[src/rtl/ext_irq_pkg.sv]
package ext_irq_pkg;
  localparam int NUM_IRQ = 12;
  localparam int LVL_W   = 3;
  localparam int SRC_W   = 4;
  localparam int ADDR_W  = 3;
  localparam int DATA_W  = 32;
  localparam logic [SRC_W-1:0] NMI_SRC = SRC_W'(NUM_IRQ);

  typedef enum logic [1:0] {
    SENSE_LOW  = 2'b00,
    SENSE_FALL = 2'b01,
    SENSE_RISE = 2'b10,
    SENSE_BOTH = 2'b11
  } sense_e;

  localparam logic [ADDR_W-1:0] A_CTRL   = 3'd0;
  localparam logic [ADDR_W-1:0] A_DETEN  = 3'd1;
  localparam logic [ADDR_W-1:0] A_SENSE  = 3'd2;
  localparam logic [ADDR_W-1:0] A_ENABLE = 3'd3;
  localparam logic [ADDR_W-1:0] A_PRIO0  = 3'd4;
  localparam logic [ADDR_W-1:0] A_PRIO1  = 3'd5;
  localparam logic [ADDR_W-1:0] A_STATUS = 3'd6;
endpackage

[src/rtl/ext_irq_sync.sv]
module ext_irq_sync #(
  parameter int WIDTH  = 1,
  parameter int STAGES = 2
) (
  input  logic             clk,
  input  logic             rst_n,
  input  logic [WIDTH-1:0] din,
  output logic [WIDTH-1:0] dout
);
  logic [WIDTH-1:0] stage_q [STAGES];

  for (genvar g = 0; g < STAGES; g++) begin : g_stage
    always_ff @(posedge clk or negedge rst_n) begin
      if (!rst_n) begin
        stage_q[g] <= '1;
      end else if (g == 0) begin
        stage_q[g] <= din;
      end else begin
        stage_q[g] <= stage_q[(g == 0) ? 0 : g-1];
      end
    end
  end

  assign dout = stage_q[STAGES-1];
endmodule

[src/rtl/ext_irq_line.sv]
module ext_irq_line
  import ext_irq_pkg::*;
(
  input  logic   clk,
  input  logic   rst_n,
  input  logic   pin_s,
  input  logic   det_en,
  input  sense_e sense,
  input  logic   clr,
  output logic   hit,
  output logic   flag
);
  logic prev_q;
  logic fall, rise, det;

  always_comb begin
    fall = prev_q & ~pin_s;
    rise = ~prev_q & pin_s;
    unique case (sense)
      SENSE_LOW:  det = ~pin_s;
      SENSE_FALL: det = fall;
      SENSE_RISE: det = rise;
      default:    det = fall | rise;
    endcase
    hit = det_en & det;
  end

  always_ff @(posedge clk or negedge rst_n) begin
    if (!rst_n) begin
      prev_q <= 1'b1;
      flag   <= 1'b0;
    end else begin
      prev_q <= pin_s;
      if (hit)      flag <= 1'b1;
      else if (clr) flag <= 1'b0;
    end
  end
endmodule

[src/rtl/ext_irq_arb.sv]
module ext_irq_arb
  import ext_irq_pkg::*;
#(
  parameter int N = NUM_IRQ
) (
  input  logic [N-1:0]       pend,
  input  logic [N*LVL_W-1:0] lvl,
  input  logic               nmi,
  output logic               valid,
  output logic [SRC_W-1:0]   src,
  output logic [LVL_W-1:0]   level
);
  always_comb begin
    valid = 1'b0;
    src   = '0;
    level = '0;
    for (int i = N-1; i >= 0; i--) begin
      if (pend[i] && (!valid || lvl[i*LVL_W +: LVL_W] >= level)) begin
        valid = 1'b1;
        src   = SRC_W'(i);
        level = lvl[i*LVL_W +: LVL_W];
      end
    end
    if (nmi) begin
      valid = 1'b1;
      src   = NMI_SRC;
      level = '1;
    end
  end
endmodule

[src/rtl/ext_irq_ctrl.sv]
module ext_irq_ctrl
  import ext_irq_pkg::*;
#(
  parameter int SYNC_STAGES = 2
) (
  input  logic                 clk,
  input  logic                 rst_n,
  input  logic                 nmi_pin,
  input  logic [NUM_IRQ-1:0]   irq_pins,
  input  logic                 bus_wr,
  input  logic [ADDR_W-1:0]    bus_addr,
  input  logic [DATA_W-1:0]    bus_wdata,
  output logic [DATA_W-1:0]    bus_rdata,
  output logic                 req_valid,
  output logic [SRC_W-1:0]     req_src,
  output logic [LVL_W-1:0]     req_level,
  output logic                 nmi_err
);
  localparam int NPIN = NUM_IRQ + 1;
  localparam int HALF = 8;

  logic                     nmi_rise_q;
  logic [NPIN-1:0]          deten_q;
  logic [2*NUM_IRQ-1:0]     sense_q;
  logic [NUM_IRQ-1:0]       irq_en_q;
  logic [NUM_IRQ*LVL_W-1:0] prio_flat;
  logic [NPIN-1:0]          pins_s;
  logic [NPIN-1:0]          clr_vec;
  logic [NPIN-1:0]          hit_vec;
  logic [NUM_IRQ-1:0]       irq_flag;
  logic                     nmi_flag;
  logic                     err_q;
  logic                     wr_status;
  logic                     unused_wdata;

  assign unused_wdata = bus_wdata[31] ^ bus_wdata[27];
  assign wr_status    = bus_wr && (bus_addr == A_STATUS);
  assign clr_vec      = wr_status ? bus_wdata[NPIN-1:0] : '0;

  // configuration registers
  always_ff @(posedge clk or negedge rst_n) begin
    if (!rst_n) begin
      nmi_rise_q <= 1'b0;
      deten_q    <= '0;
      sense_q    <= '0;
      irq_en_q   <= '0;
      prio_flat  <= '0;
    end else if (bus_wr) begin
      unique case (bus_addr)
        A_CTRL:   nmi_rise_q <= bus_wdata[0];
        A_DETEN:  deten_q    <= bus_wdata[NPIN-1:0];
        A_SENSE:  sense_q    <= bus_wdata[2*NUM_IRQ-1:0];
        A_ENABLE: irq_en_q   <= bus_wdata[NUM_IRQ-1:0];
        A_PRIO0: begin
          for (int i = 0; i < HALF; i++)
            prio_flat[i*LVL_W +: LVL_W] <= bus_wdata[4*i +: LVL_W];
        end
        A_PRIO1: begin
          for (int i = HALF; i < NUM_IRQ; i++)
            prio_flat[i*LVL_W +: LVL_W] <= bus_wdata[4*(i-HALF) +: LVL_W];
        end
        default: ;
      endcase
    end
  end

  ext_irq_sync #(.WIDTH(NPIN), .STAGES(SYNC_STAGES)) i_sync (
    .clk  (clk),
    .rst_n(rst_n),
    .din  ({nmi_pin, irq_pins}),
    .dout (pins_s)
  );

  for (genvar g = 0; g < NUM_IRQ; g++) begin : g_line
    ext_irq_line i_line (
      .clk   (clk),
      .rst_n (rst_n),
      .pin_s (pins_s[g]),
      .det_en(deten_q[g]),
      .sense (sense_e'(sense_q[2*g +: 2])),
      .clr   (clr_vec[g]),
      .hit   (hit_vec[g]),
      .flag  (irq_flag[g])
    );
  end

  ext_irq_line i_nmi (
    .clk   (clk),
    .rst_n (rst_n),
    .pin_s (pins_s[NUM_IRQ]),
    .det_en(deten_q[NUM_IRQ]),
    .sense (nmi_rise_q ? SENSE_RISE : SENSE_FALL),
    .clr   (clr_vec[NUM_IRQ]),
    .hit   (hit_vec[NUM_IRQ]),
    .flag  (nmi_flag)
  );

  // sticky error for the transfer controller
  always_ff @(posedge clk or negedge rst_n) begin
    if (!rst_n)                        err_q <= 1'b0;
    else if (hit_vec[NUM_IRQ])         err_q <= 1'b1;
    else if (wr_status && bus_wdata[NPIN]) err_q <= 1'b0;
  end
  assign nmi_err = err_q;

  ext_irq_arb #(.N(NUM_IRQ)) i_arb (
    .pend (irq_flag & irq_en_q),
    .lvl  (prio_flat),
    .nmi  (nmi_flag),
    .valid(req_valid),
    .src  (req_src),
    .level(req_level)
  );

  // read mux
  always_comb begin
    bus_rdata = '0;
    unique case (bus_addr)
      A_CTRL:   bus_rdata[0] = nmi_rise_q;
      A_DETEN:  bus_rdata[NPIN-1:0] = deten_q;
      A_SENSE:  bus_rdata[2*NUM_IRQ-1:0] = sense_q;
      A_ENABLE: bus_rdata[NUM_IRQ-1:0] = irq_en_q;
      A_PRIO0: begin
        for (int i = 0; i < HALF; i++)
          bus_rdata[4*i +: LVL_W] = prio_flat[i*LVL_W +: LVL_W];
      end
      A_PRIO1: begin
        for (int i = HALF; i < NUM_IRQ; i++)
          bus_rdata[4*(i-HALF) +: LVL_W] = prio_flat[i*LVL_W +: LVL_W];
      end
      A_STATUS: bus_rdata[NPIN:0] = {err_q, nmi_flag, irq_flag};
      default: ;
    endcase
  end
endmodule

[config.mk]
export PLATFORM = sky130hd
export DESIGN_NAME = ext_irq_ctrl
export DESIGN_NICKNAME = d
export VERILOG_FILES = /design/src/rtl/ext_irq_pkg.sv /design/src/rtl/ext_irq_sync.sv /design/src/rtl/ext_irq_line.sv /design/src/rtl/ext_irq_arb.sv /design/src/rtl/ext_irq_ctrl.sv
export SDC_FILE = /design/constraint.sdc
export NUM_CORES = 1
export LEC_CHECK = 0
export BUFFER_PORTS_ARGS = -buffer_cell sky130_fd_sc_hd__clkbuf_2
export CORE_AREA = 4 4 121 181
export CTS_BUF_LIST = sky130_fd_sc_hd__clkbuf_8
export CTS_CLUSTER_SIZE = 16
export DETAILED_ROUTE_END_ITERATION = 7
export DIE_AREA = 0 0 125 185
export SYNTH_ARGS = -nofsm -noshare
export SYNTH_HDL_FRONTEND = slang
export SYNTH_SLANG_ARGS = --single-unit
export TNS_END_PERCENT = 5
[constraint.sdc]
create_clock -name clk -period 34.5 [get_ports clk]
set_input_delay 3.45 -clock clk [delete_from_list [all_inputs] [get_ports clk]]
set_output_delay 3.45 -clock clk [all_outputs]
set_load 0.03 [all_outputs]
==> flow_metrics.py, run 1 <==
metrics = {
    "grt": {
        "grtUsageMet2": 0.332,
        "grt-busiest-layer": "met2",
        "grt_pass1_vias": 6117,
        "grt.overflow.total": 0,
        "grt_use_met3": 0.0389,
        "antenna_found_initial": 0,
        "grt_pass1_wl_um": 35000,
        "use_met1": 0.238,
        "grtUsageTotal": 0.196,
        "grt_max_degree": 71,
    },
    "synth": {
        "synth_warnings": 0,
        "seq_area_frac_synth": 0.441,
        "synth-async-reset-ratio": 1.00,
        "synth_top_area_cell": "dfrtp_1",
        "synth-main-ff-cell": "dfrtp_1",
        "netlist_area_um2": 8000,
        "syn-instance-count": 751,
        "ys_types": 72,
        "synth_edf_count": 0,
        "synth.top_cell.area_share": 0.313,
        "synth_area_leaders": "dfrtp_1, dfstp_2, mux2_2",
        "yosys_register_bits": 139,
        "avgSynthCellArea_um2": 10.6,
    },
    "pwr": {
        "vdd_drop_max_uv": 33.8,
        "p_per_area_nw_per_um2": 92.3,
        "switching_share": 0.439,
        "p_clk_frac": 0.188,
        "p_sw_mw": 0.373,
        "power_frac_seq": 0.273,
        "p_leak_nw": 4.14,
        "power_frac_comb": 0.539,
        "p_int_mw": 0.477,
    },
    "die": {
        "die_height_um": 185,
        "core_region_area_um2": 20300,
        "die_width_um": 125,
        "start_util": 0.393,
        "ioPinCount": 92,
        "num_rows": 64,
        "die_area_um2": 23100,
    },
    "placed_design": {
        "numPortBuffers": 87,
        "dp_hpwl_um": 16700,
        "dpl.cell_count": 1080,
        "gp_congestion": 0.924,
        "dpl_cell_area_um2": 8710,
    },
    "cts": {
        "cts.sinks": 139,
        "cts_tree": "done",
        "cts_resized": 0,
        "cts_setup_buffers": 0,
        "cts_max_level": 4,
        "cts_max_path_buffers": 2,
        "cts_hold_buf": 0,
        "cts_buffers": 17,
        "clkLatencyLatePin_ns": 0.46,
        "cts_root_buf": "clkbuf_8",
        "clk_pin_slew_ns": 0.08,
    },
    "cells_and_area": {
        "syn2layout_area_growth_pct": 15.0,
        "nFillCells": 1995,
        "antennaDiodeCount": 0,
        "final_common_cell": "dfrtp_1",
        "stdcell_area_um2": 9200,
        "final_core_util": 0.452,
        "nets": 940,
        "layout-drive-gt1-share": 0.323,
        "multi_input_area_um2": 4160,
        "mostFrequentLayoutCells": "dfrtp_1, clkbuf_2, mux2_2",
        "regArea_um2": 3530,
        "finalNonFillerCells": 1112,
    },
    "detailed_routing": {
        "route.detailed.drc": 0,
        "drt_iter0_drc": 357,
        "num_vias": 6250,
        "ant_nets": 0,
        "avgRoutedWirePerCell_um": 19.9,
        "routed_via_density": 5.62,
        "wirelength_um": 22100,
        "dr.pass1.iters": 6,
    },
    "run_status": {
        "outcome": "completed",
    },
    "timing": {
        "fin_skew_ns": 0.0157,
        "slew_headroom": 0.286,
        "finalSetupTns_ns": 0,
        "holdWs_ns": 0.352,
        "hold_violations": 0,
        "finalCritPeriodShare": 0.607,
        "setup_viol_count_final": 0,
        "tightest_slew_ns": 1.07,
        "finalMaxSlewViolations": 0,
        "fmax_ghz": 0.0477,
        "rsz0062_at_grt": "no",
        "period_needed_ns": 20.95,
    },
    "worst_setup_path": {
        "reg2reg_depth": 6,
        "worst_setup_path_start_kind": "register",
        "crit_end": "req_level[0]",
        "critPathMostFrequentCell": "ha_1",
        "worst-path-buf-inv": 3,
        "regToRegEndpoint": "g_line[8].i_line.flag$_DFFE_PN0P_",
        "crit_path_end_kind": "output port",
        "path_delay_family": "compound AO/OA/AOI/OAI gates",
        "rrSetupSlack_ns": 32.80,
        "worst_ep_required_time_ns": 31.05,
        "arrival_ns": 17.50,
        "worstPathMaxFanout": 11,
        "cp-startpoint": "g_line[11].i_line.flag$_DFFE_PN0P_",
        "critPathKind": "register to output port",
        "r2r-start": "g_line[8].i_line.prev_q$_DFF_PN1_",
        "slowest_delay_ns": 0.51,
        "cp_num_cells": 72,
        "cp_slowest_cell": "o31ai_1",
    },
    "worst_hold_path": {
        "min_from": "i_sync.stage_q[17]$_DFF_PN1_",
        "hold_path.class": "register to register",
    },
    "flow_run": {
        "cap_violations": 0,
    },
}
-- metal layers --
layer	part of all wire	vias to the layer above	wire (µm)
met2	0.49	169	10900
li1	-	2921	-
met3	0.044	40	965
met5	0	-	0
met1	0.42	3120	9190
met4	0.046	0	1020
-- area by class of cell --
cell class / instances / share of cell area
Multi-Input combinational cell: 533 / 0.452
Sequential cell: 139 / 0.384
Timing Repair Buffer: 97 / 0.0562
Tap cell: 264 / 0.0359
Clock buffer: 20 / 0.0299
Clock inverter: 12 / 0.0227
Inverter: 47 / 0.0192
-- per-stage QoR --
step	worst slack, ns	total power [mW]
final	13.55	0.849
after global routing	12.35	0.915
after CTS	13.58	0.853
after detailed placement	14.14	0.690
after global placement	14.37	0.681
after floorplan	15.91	0.569
-- worst reg2reg max path: cells and delay by family, from the launching register on --
family          cells  cell delay (ns)
buf+inv             1             0.04
flops               1             0.54
fa+ha+maj           1             0.26
compound gates      3             0.70
simple gates        1             0.05
-- state kept, by name, summed over array words and instances, names as in the netlist --
name / count
nmi_err: 1
i_nmi.prev_q: 1
sense_q: 24
irq_en_q: 12
deten_q: 13
prio_flat: 36
i_nmi.flag: 1
g_line.i_line.flag: 12
i_sync.dout: 13
nmi_rise_q: 1
i_sync.stage_q: 13
g_line.i_line.prev_q: 12
-- how the worst min path moves through the flow --
stage / cells past startpoint / to / slack [ns]
5_1_grt: 0 / i_sync.dout[4]$_DFF_PN1_ / 0.36
4_1_cts: 0 / i_sync.dout[11]$_DFF_PN1_ / 0.36
2_1_floorplan: 0 / i_sync.dout[0]$_DFF_PN1_ / 0.35
3_3_place_gp: 0 / i_sync.dout[4]$_DFF_PN1_ / 0.35
3_5_place_dp: 0 / i_sync.dout[9]$_DFF_PN1_ / 0.35
6_report: 0 / i_sync.dout[4]$_DFF_PN1_ / 0.35
-- power by group through the flow --
stage | Clock (mW) | Sequential (mW) | Combinational [mW]
5_1_grt | 0.172 | 0.236 | 0.506
6_report | 0.160 | 0.232 | 0.457
4_1_cts | 0.164 | 0.232 | 0.457
2_1_floorplan | 0 | 0.218 | 0.351
3_3_place_gp | 0 | 0.234 | 0.447
3_5_place_dp | 0 | 0.235 | 0.455
-- logic make-up after synthesis --
logic type | share of synthesized area
AOI/OAI and AO/OA | 0.183
and+or+nand+nor | 0.101
DFF | 0.441
muxes | 0.150
buffers and inverters | 0.0402
adders and majority gates | 0.0845
other | 0.000469
-- cells in the mapped netlist, types with 3 or more instances --
library cell / number
dfrtp_1: 100
mux2_2: 83
nand2_1: 70
ha_1: 54
inv_1: 46
o21ai_0: 41
a21oi_1: 40
dfstp_2: 39
nor2_1: 34
clkbuf_1: 22
a22o_1: 19
mux2i_1: 15
a21o_1: 12
and2_1: 12
nor3_1: 12
o211ai_1: 12
a221oi_1: 11
nand2b_1: 11
nand3_1: 10
a22oi_1: 7
a311oi_1: 7
and3_1: 5
buf_1: 5
o21a_1: 5
a211oi_1: 4
mux4_2: 4
nand4_1: 4
or2_2: 4
a31oi_1: 3
buf_4: 3
nor2b_1: 3
o22a_1: 3
Power figures use the tool's default switching activity.
==> run 2: changes to the inputs <==
==> constraint.sdc (replaced) <==
create_clock -name clk -period 19.6 [get_ports clk]
set_input_delay 1.96 -clock clk [delete_from_list [all_inputs] [get_ports clk]]
set_output_delay 1.96 -clock clk [all_outputs]
set_load 0.03 [all_outputs]
==> run 2 against run 1 <==
Compared with the run above: critical endpoint is now req_src[2]; via count fell by 0.69%; sequential share of layout area fell by 0.12 points; worst hold slack improved by 0.0015 ns; largest power group unchanged; count of clock-buffer cells in the layout did not move.
==> flow_metrics.py, run 2 (synthesized netlist as in run 1, its figures left out) <==
metrics = {
    "pwr": {
        "vdd_drop_max_uv": 64.5,
        "p_per_area_nw_per_um2": 162,
        "p_leak_nw": 4.14,
    },
    "worst_setup_path": {
        "r2r-start": "g_line[2].i_line.prev_q$_DFF_PN1_",
        "slowest_delay_ns": 0.48,
        "arrival_ns": 16.73,
        "reg2reg_depth": 5,
        "critPathMostFrequentCell": "ha_1",
        "cp_slowest_cell": "dfrtp_1",
        "path_delay_family": "compound AO/OA/AOI/OAI gates",
        "worstPathMaxFanout": 11,
        "critPathKind": "register to output port",
        "rrSetupSlack_ns": 17.91,
        "worst_setup_path_start_kind": "register",
        "worst_ep_required_time_ns": 17.64,
        "worst-path-buf-inv": 3,
        "crit_path_end_kind": "output port",
        "regToRegEndpoint": "g_line[2].i_line.flag$_DFFE_PN0P_",
    },
    "cells_and_area": {
        "final_common_cell": "dfrtp_1",
        "antennaDiodeCount": 0,
        "biggestRegsByFlops": "prio_flat x36, sense_q x24",
        "nets": 942,
        "mostFrequentLayoutCells": "dfrtp_1, clkbuf_2, mux2_2",
        "top_register": "prio_flat",
        "stdcell_area_um2": 9220,
        "largest_reg_flops": 36,
        "syn2layout_area_growth_pct": 15.4,
        "layout-drive-gt1-share": 0.339,
    },
    "grt": {
        "grt_pass1_wl_um": 35000,
        "antenna_found_initial": 0,
        "grt_pass1_vias": 6189,
        "use_met1": 0.236,
        "grtUsageTotal": 0.195,
        "grt_use_met3": 0.0329,
        "grt_max_degree": 76,
        "grt.overflow.total": 0,
        "grt-busiest-layer": "met2",
        "grtUsageMet2": 0.340,
    },
    "timing": {
        "finalCritPeriodShare": 0.954,
        "hold_violations": 0,
        "fmax_ghz": 0.0535,
        "slew_headroom": 0.275,
        "setup_slack_ns": 0.908,
        "fin_skew_ns": 0.0118,
        "setup_viol_count_final": 0,
        "tightest_slew_ns": 1.08,
        "finalMaxSlewViolations": 0,
        "period_needed_ns": 18.69,
    },
    "cts": {
        "cts_tree": "done",
        "cts_root_buf": "clkbuf_8",
        "clkLatencyLatePin_ns": 0.46,
        "cts_max_path_buffers": 2,
        "cts.sinks": 139,
        "clk_pin_slew_ns": 0.08,
        "cts_max_level": 4,
        "cts_buffers": 17,
        "cts_hold_buf": 0,
    },
    "placed_design": {
        "dp_hpwl_um": 16700,
        "dp_slack_ns": 0.792,
        "numPortBuffers": 87,
        "gp_congestion": 0.936,
        "dpl_cell_area_um2": 8700,
    },
    "die": {
        "die_width_um": 125,
        "ioPinCount": 92,
        "core_region_area_um2": 20300,
        "die_height_um": 185,
        "num_rows": 64,
        "start_util": 0.393,
        "die_area_um2": 23100,
    },
    "detailed_routing": {
        "ant_nets": 0,
        "avgRoutedWirePerCell_um": 19.8,
        "wirelength_um": 22100,
        "dr.pass1.iters": 5,
        "routed_via_density": 5.57,
        "drt_iter0_drc": 348,
        "route.detailed.drc": 0,
        "num_vias": 6207,
    },
    "worst_hold_path": {
        "holdPathEnd": "i_sync.dout[4]$_DFF_PN1_",
        "hold_path.class": "register to register",
        "min_from": "i_sync.stage_q[17]$_DFF_PN1_",
        "hold_depth": 0,
    },
    "run_status": {
        "outcome": "completed",
    },
    "flow_run": {
        "cap_violations": 0,
    },
}
run 2: through the flow:
stage	cells	utilization	total power [mW]	setup TNS, ns	hold slack (ns)
final	1114	0.453	1.49	0	0.353
after global routing	1114	0.453	1.62	-0.0118	0.361
after CTS	1111	0.446	1.43	0	0.358
after detailed placement	1079	0.428	1.21	0	0.347
after global placement	1079	0.428	1.20	0	0.346
after floorplan	752	-	1.00	0	0.345
run 2: layout make-up:
type                       instances  area [µm²]
fill                            1989       11100
multi-input combinational        533        4300
sequential                       139        3530
timing repair buffer              99         534
tap                              264         330
clock buffer                      20         275
inverter                          47         176
clock inverter                    12        83.8
run 2: layer usage:
metal / up-vias / part of all wire
li1: 2929 / -
met1: 3097 / 0.41
met2: 140 / 0.51
met3: 41 / 0.039
met4: 0 / 0.035
met5: - / 0
run 2: timing repair:
item / CTS / global route
buffers inserted: 0 / 3
resized for setup: 0 / 30
endpoints found under the setup margin: 0 / 8
run 2: how the worst max path moves through the flow:
| stage | cells past startpoint | slack (ns) | to | start |
|---|---|---|---|---|
| after floorplan | 74 | 2.50 | req_src[2] | g_line[11].i_line.flag$_DFFE_PN0P_ |
| after global placement | 72 | 0.86 | req_src[2] | g_line[11].i_line.flag$_DFFE_PN0P_ |
| after detailed placement | 73 | 0.79 | req_src[2] | g_line[11].i_line.flag$_DFFE_PN0P_ |
| after CTS | 73 | 0.20 | req_src[2] | g_line[11].i_line.flag$_DFFE_PN0P_ |
| after global routing | 74 | -0.01 | req_src[2] | g_line[11].i_line.flag$_DFFE_PN0P_ |
| final | 73 | 0.91 | req_src[2] | g_line[11].i_line.flag$_DFFE_PN0P_ |
run 2: power breakdown:
group | leakage, nW | switching (mW) | internal, mW
combinational | 2.36 | 0.497 | 0.368
sequential | 1.58 | 0.0684 | 0.341
clock | 0.200 | 0.110 | 0.107
total | 4.14 | 0.676 | 0.815
